**src/rtl/irq_sense_pkg.sv**
```systemverilog
package irq_sense_pkg;

  typedef enum logic [1:0] {
    SNS_LVL_HI = 2'b00,
    SNS_LVL_LO = 2'b01,
    SNS_RISE   = 2'b10,
    SNS_FALL   = 2'b11
  } sns_mode_e;

  // Internal sources keep only the edge/level choice; polarity is forced active-high.
  function automatic logic [1:0] sns_effective(input logic [1:0] req, input logic is_ext);
    return {req[1], req[0] & is_ext};
  endfunction

  // Edge detection on the unnormalised synchronised value.
  function automatic logic sns_edge_seen(input logic cur, input logic prev, input logic fall);
    return fall ? (~cur & prev) : (cur & ~prev);
  endfunction

  // Next pending value: a wipe has top priority, then a new edge beats the acknowledge.
  function automatic logic sns_pend_next(input logic is_edge, input logic norm,
                                         input logic cur, input logic hit,
                                         input logic ack, input logic wipe);
    if (wipe)         return 1'b0;
    else if (is_edge) return hit | (cur & ~ack);
    else              return norm;
  endfunction

endpackage

```
**src/rtl/irq_sync_bank.sv**
```systemverilog
module irq_sync_bank #(
  parameter int WIDTH  = 32,
  parameter int STAGES = 2
) (
  input  logic             clk,
  input  logic             rst_n,
  input  logic [WIDTH-1:0] d_async,
  output logic [WIDTH-1:0] q_sync
);
  logic [STAGES-1:0][WIDTH-1:0] stg;

  generate
    for (genvar k = 0; k < STAGES; k++) begin : g_stage
      if (k == 0) begin : g_first
        always_ff @(posedge clk) begin
          if (!rst_n) stg[k] <= '0;
          else        stg[k] <= d_async;
        end
      end else begin : g_rest
        always_ff @(posedge clk) begin
          if (!rst_n) stg[k] <= '0;
          else        stg[k] <= stg[k-1];
        end
      end
    end
  endgenerate

  assign q_sync = stg[STAGES-1];
endmodule

```
**src/rtl/irq_src_cell.sv**
```systemverilog
module irq_src_cell
  import irq_sense_pkg::*;
#(
  parameter bit IS_EXT = 1'b0
) (
  input  logic       clk,
  input  logic       rst_n,
  input  logic       sync_in,
  input  logic       wr,
  input  logic [1:0] wr_mode,
  input  logic       ack,
  output logic       pend,
  output logic       hit,
  output logic       norm,
  output logic       is_edge
);
  logic [1:0] mode_q;
  logic       prev_q;

  assign is_edge = mode_q[1];
  assign norm    = sync_in ^ mode_q[0];
  assign hit     = is_edge & sns_edge_seen(sync_in, prev_q, mode_q[0]);

  always_ff @(posedge clk) begin
    if (!rst_n) begin
      mode_q <= SNS_LVL_HI;
      prev_q <= 1'b0;
      pend   <= 1'b0;
    end else begin
      prev_q <= sync_in;
      pend   <= sns_pend_next(is_edge, norm, pend, hit, ack, wr);
      if (wr) mode_q <= sns_effective(wr_mode, IS_EXT);
    end
  end
endmodule

```
**src/rtl/irq_mask_reg.sv**
```systemverilog
module irq_mask_reg #(
  parameter int WIDTH = 32
) (
  input  logic             clk,
  input  logic             rst_n,
  input  logic             set_we,
  input  logic [WIDTH-1:0] set_data,
  input  logic             clr_we,
  input  logic [WIDTH-1:0] clr_data,
  output logic [WIDTH-1:0] mask
);
  logic [WIDTH-1:0] set_bits, clr_bits;

  assign set_bits = set_we ? set_data : '0;
  assign clr_bits = clr_we ? clr_data : '0;

  always_ff @(posedge clk) begin
    if (!rst_n) mask <= '0;
    else        mask <= (mask | set_bits) & ~clr_bits;
  end
endmodule

```
**src/rtl/irq_sense_top.sv**
```systemverilog
module irq_sense_top #(
  parameter int NUM_SRC     = 32,
  parameter int EXT_FIRST   = 16,
  parameter int SYNC_STAGES = 2,
  localparam int IDX_W      = (NUM_SRC > 1) ? $clog2(NUM_SRC) : 1
) (
  input  logic               clk,
  input  logic               rst_n,
  input  logic [NUM_SRC-1:0] irq_in,
  input  logic               cfg_we,
  input  logic [IDX_W-1:0]   cfg_idx,
  input  logic [1:0]         cfg_mode,
  input  logic               en_set_we,
  input  logic [NUM_SRC-1:0] en_set_data,
  input  logic               en_clr_we,
  input  logic [NUM_SRC-1:0] en_clr_data,
  input  logic [NUM_SRC-1:0] ack_clr,
  output logic [NUM_SRC-1:0] pend_raw,
  output logic [NUM_SRC-1:0] pend_active,
  output logic [NUM_SRC-1:0] mask_rd
);
  logic [NUM_SRC-1:0] sync_vec;
  logic [NUM_SRC-1:0] wipe_vec;
  logic [NUM_SRC-1:0] hit_vec;
  logic [NUM_SRC-1:0] norm_vec;
  logic [NUM_SRC-1:0] edge_vec;

  irq_sync_bank #(.WIDTH(NUM_SRC), .STAGES(SYNC_STAGES)) sync_i (
    .clk(clk), .rst_n(rst_n), .d_async(irq_in), .q_sync(sync_vec)
  );

  generate
    for (genvar i = 0; i < NUM_SRC; i++) begin : g_src
      assign wipe_vec[i] = cfg_we && (cfg_idx == IDX_W'(i));
      irq_src_cell #(.IS_EXT(i >= EXT_FIRST)) cell_i (
        .clk(clk), .rst_n(rst_n), .sync_in(sync_vec[i]),
        .wr(wipe_vec[i]), .wr_mode(cfg_mode), .ack(ack_clr[i]),
        .pend(pend_raw[i]), .hit(hit_vec[i]), .norm(norm_vec[i]),
        .is_edge(edge_vec[i])
      );
    end
  endgenerate

  irq_mask_reg #(.WIDTH(NUM_SRC)) mask_i (
    .clk(clk), .rst_n(rst_n),
    .set_we(en_set_we), .set_data(en_set_data),
    .clr_we(en_clr_we), .clr_data(en_clr_data),
    .mask(mask_rd)
  );

  assign pend_active = pend_raw & mask_rd;
endmodule

```
**config.mk**
```make
export PLATFORM = sky130hd
export DESIGN_NAME = irq_sense_top
export DESIGN_NICKNAME = d
export VERILOG_FILES = /design/src/rtl/irq_sense_pkg.sv /design/src/rtl/irq_sync_bank.sv /design/src/rtl/irq_src_cell.sv /design/src/rtl/irq_mask_reg.sv /design/src/rtl/irq_sense_top.sv
export SDC_FILE = /design/constraint.sdc
export NUM_CORES = 1
export LEC_CHECK = 0
export BUFFER_PORTS_ARGS = -buffer_cell sky130_fd_sc_hd__buf_2
export CAP_MARGIN = 20
export CORE_MARGIN = 4
export CORE_UTILIZATION = 50
export DETAILED_ROUTE_END_ITERATION = 7
export GPL_TIMING_DRIVEN = 0
export HOLD_SLACK_MARGIN = 0.02
export PLACE_DENSITY = 0.85
export SLEW_MARGIN = 20
export SYNTH_ARGS = -nofsm -noshare
export SYNTH_HDL_FRONTEND = slang
export SYNTH_SLANG_ARGS = --single-unit
```
**constraint.sdc**
```tcl
create_clock -name clk -period 2.1 [get_ports clk]
set_input_delay 0 -clock clk [delete_from_list [all_inputs] [get_ports clk]]
set_output_delay 0 -clock clk [all_outputs]
set_load 0.02 [all_outputs]
```
==> results.toml <==
[hold_path]
holdCritPathClass = "in -> reg"

[worst_setup_path]
r2r_slack_ns = 0.73
path_max_fanout = 1
cp-start-kind = "input port"
cp.required_ns = 2.54
cpMostUsedCell = "dlygate4sd3_1"
cp_slowest_stage_delay_ns = 0.56
cp.arrival_ns = 2.02
path_class = "in -> reg"
endpoint_kind = "flop"
crit_path_cell_trace = "dlygate4sd3_1 > buf_2 > nand2_1 > dlygate4sd3_1 > nand2_1 > nor2_1 > dlygate4sd3_1"
slowest_stage = "dlygate4sd3_1"

[timing]
slew_headroom_pct = 45.2
fin_hold_ws_ns = 0.0552
worstMarginPinSlew_ns = 0.823
setup_viol = 0
slew_violations = 0
fin_skew_ns = 0.0156
hold_viol = 0
rsz0062_at_grt = "false"
fin_ws_ns = 0.524
min_period_ns = 1.58
fin_tns_setup_ns = 0
max_freq_ghz = 0.635
period_share_pct = 75.0

[clock_network]
root_buffer = "clkbuf_16"
clk_pin_slew_ns = 0.06
post-cts-setup-buffers = 0
clkSinkCount = 208
cts_tree = "built"
cts_buffers = 22
htreeDepth = 1
clk_path_buf_depth = 3
clkLatencyLatePin_ns = 0.50

[floorplan]
start_util_pct = 51.7
rows = 46
boundaryPins = 236
die_area_um2 = 18800
die_h_um = 137
die_w_um = 137
core-area_um2 = 16100

[place]
dp_hpwl_um = 16200
place_ws_ns = 0.852
gp_congestion = 0.864
numPlacedInstances = 1366
numPortBuffers = 233

[outcome]
outcome = "finished clean"

[pwr]
ir_drop_v = 0.000568
leakage_uw = 0.00535
switchingPower_uw = 2100
clock_power_share_pct = 43.4
pwr-share-seq_pct = 45.9
switching_share_pct = 23.2
fin_total_pwr_uw = 9060
internal_power_uw = 6960
pwr_density_cell_nw_per_um2 = 763
p_comb_share_pct = 10.7

[route]
wl_met1_um = 10200
route.vias.total = 8041
drc = 0
wl_met3_um = 1880
firstDrtPassIters = 5
drtIter0Drc = 529
drt-vias-per-instance = 5.20
antenna_left = 0
dr_wl_met2_um = 13000
wl_per_cell_um = 16.8
wl_um = 26000
highest_layer = "met4"

[run]
drv_cap = 0

[synthesis]
synth.most_common_cell = "dfxtp_1"
synthFlopType = "dfxtp_1"
synth_edf_count = 0
synth_cells = 917
synth_area_leaders = "dfxtp_1, and2_1, nand2_1, buf_4, o21ai_0"
ys_seq_elements = 208
syn_nets = 1057
yosysTopAreaCell = "dfxtp_1"
async_flop_share_pct = 0
yosysSeqAreaShare_pct = 50.0
ys_warn_count = 0
netlist_area_um2 = 8320
synth.avg_cell_area_um2 = 9.08
synth.distinct_cells = 35
yosys-top-cells-count = "dfxtp_1, and2_1, nand2_1"
synth_top_area_share_pct = 50.0

[final_layout]
fin_cells = 1546
drive_above_1_share_pct = 26.5
syn2layout_area_growth_pct = 42.6
nNetsFinal = 1450

[grt]
grt-ovfl-total = 0
grt_util_all_layers_pct = 26.9
grt_start_max_net_pins = 14
grt_pass1_vias = 8117
grt_pass1_wl_um = 40400
antenna_found_initial = 4
-- state kept, by name, summed over array words and instances, names as in the netlist --
signal               cells
mask_i.mask             32
g_src.cell_i.prev_q     32
g_src.cell_i.mode_q     48
g_src.cell_i.pend       32
sync_i.stg              32
sync_i.q_sync           32
-- kinds of logic after synthesis --
group                     count (synthesis)  share of synthesized area [%]
AOI/OAI and AO/OA                       195                           15.1
xor gates and xnor gates                 16                           1.68
DFF                                     208                           50.0
buffers and inverters                   106                           7.03
and+or+nand+nor                         392                           26.2
-- what timing repair did --
action	CTS	global route
hold endpoints to repair	113	0
hold buffers	136	0
resized for setup	0	0
-- power groups by stage --
| stage | combinational, µW | sequential (µW) | clock, µW |
|---|---|---|---|
| floorplan | 386 | 4260 | 0 |
| global placement | 720 | 4240 | 0 |
| detailed placement | 736 | 4240 | 0 |
| CTS | 941 | 4160 | 3970 |
| global route | 1040 | 4170 | 4110 |
| finish | 967 | 4160 | 3930 |
-- layout by cell type, fill, tap and decap left out, types with 2 or more instances in the layout --
| cell type | Yosys | routed |
|---|---|---|
| and2b_1 | 2 | 2 |
| o2bb2ai_1 | 3 | 3 |
| and4bb_2 | 3 | 3 |
| clkinv_2 | 0 | 6 |
| o21ai_1 | 5 | 5 |
| buf_6 | 2 | 2 |
| or3b_2 | 13 | 13 |
| a21boi_1 | 15 | 15 |
| o21ai_0 | 56 | 56 |
| nor2_1 | 49 | 49 |
| nand2b_1 | 2 | 2 |
| xor2_1 | 16 | 16 |
| inv_1 | 16 | 16 |
| a21boi_0 | 36 | 36 |
| nand2_1 | 100 | 100 |
| nand3_1 | 48 | 48 |
| o2111a_1 | 13 | 13 |
| buf_4 | 39 | 39 |
| and2_1 | 129 | 129 |
| dlygate4sd3_1 | 0 | 136 |
| dfxtp_1 | 208 | 208 |
| and3b_1 | 3 | 3 |
| diode_2 | 0 | 4 |
| clkbuf_16 | 0 | 23 |
| o221ai_1 | 16 | 16 |
| nand4b_1 | 3 | 3 |
| bufinv_16 | 0 | 2 |
| nand4bb_1 | 3 | 3 |
| nand3b_1 | 26 | 26 |
| and3_1 | 3 | 3 |
| a21oi_1 | 51 | 51 |
| buf_2 | 21 | 254 |
| and4b_2 | 2 | 2 |
| clkbuf_8 | 0 | 4 |
| clkbuf_1 | 28 | 33 |
-- final timing paths --
path,from,cells after the start,end
worst max-delay path,en_clr_data[0],7,mask_i.mask[0]
worst min-delay path,cfg_idx[4],4,g_src[2].cell_i.mode_q[1]
worst max register to register,g_src[0].cell_i.mode_q[1],4,g_src[0].cell_i.pend
worst min register to register,sync_i.stg[17],1,sync_i.q_sync[17]
-- metal layers --
| metal | vias up | GRT usage [%] |
|---|---|---|
| li1 | 3862 | - |
| met3 | 67 | 4.19 |
| met2 | 358 | 48.9 |
| met4 | 0 | 9.87 |
| met1 | 3754 | 32.0 |
| met5 | - | 0 |
-- cell type report --
cell class | count | area (µm²)
timing repair buffer | 369 | 2530
inverter | 16 | 60.1
tap | 216 | 270
sequential | 208 | 4160
clock inverter | 8 | 90.1
fill | 1143 | 4240
multi-input combinational | 603 | 3570
buffer | 90 | 526
clock buffer | 32 | 649
antenna | 4 | 10.0
-- stage by stage --
step                utilization [%]  instance area, µm²
global route                   73.7               11900
floorplan                         -                8320
finish                         73.7               11900
detailed placement             60.6                9760
global placement               60.6                9760
CTS                            73.6               11900
-- worst max-delay path: cells and delay by family --
kind | cells | cell delay, ns
buffers and inverters | 4 | 1.79
and+or+nand+nor | 3 | 0.24
Note: power is estimated with default switching activity, not from simulation.
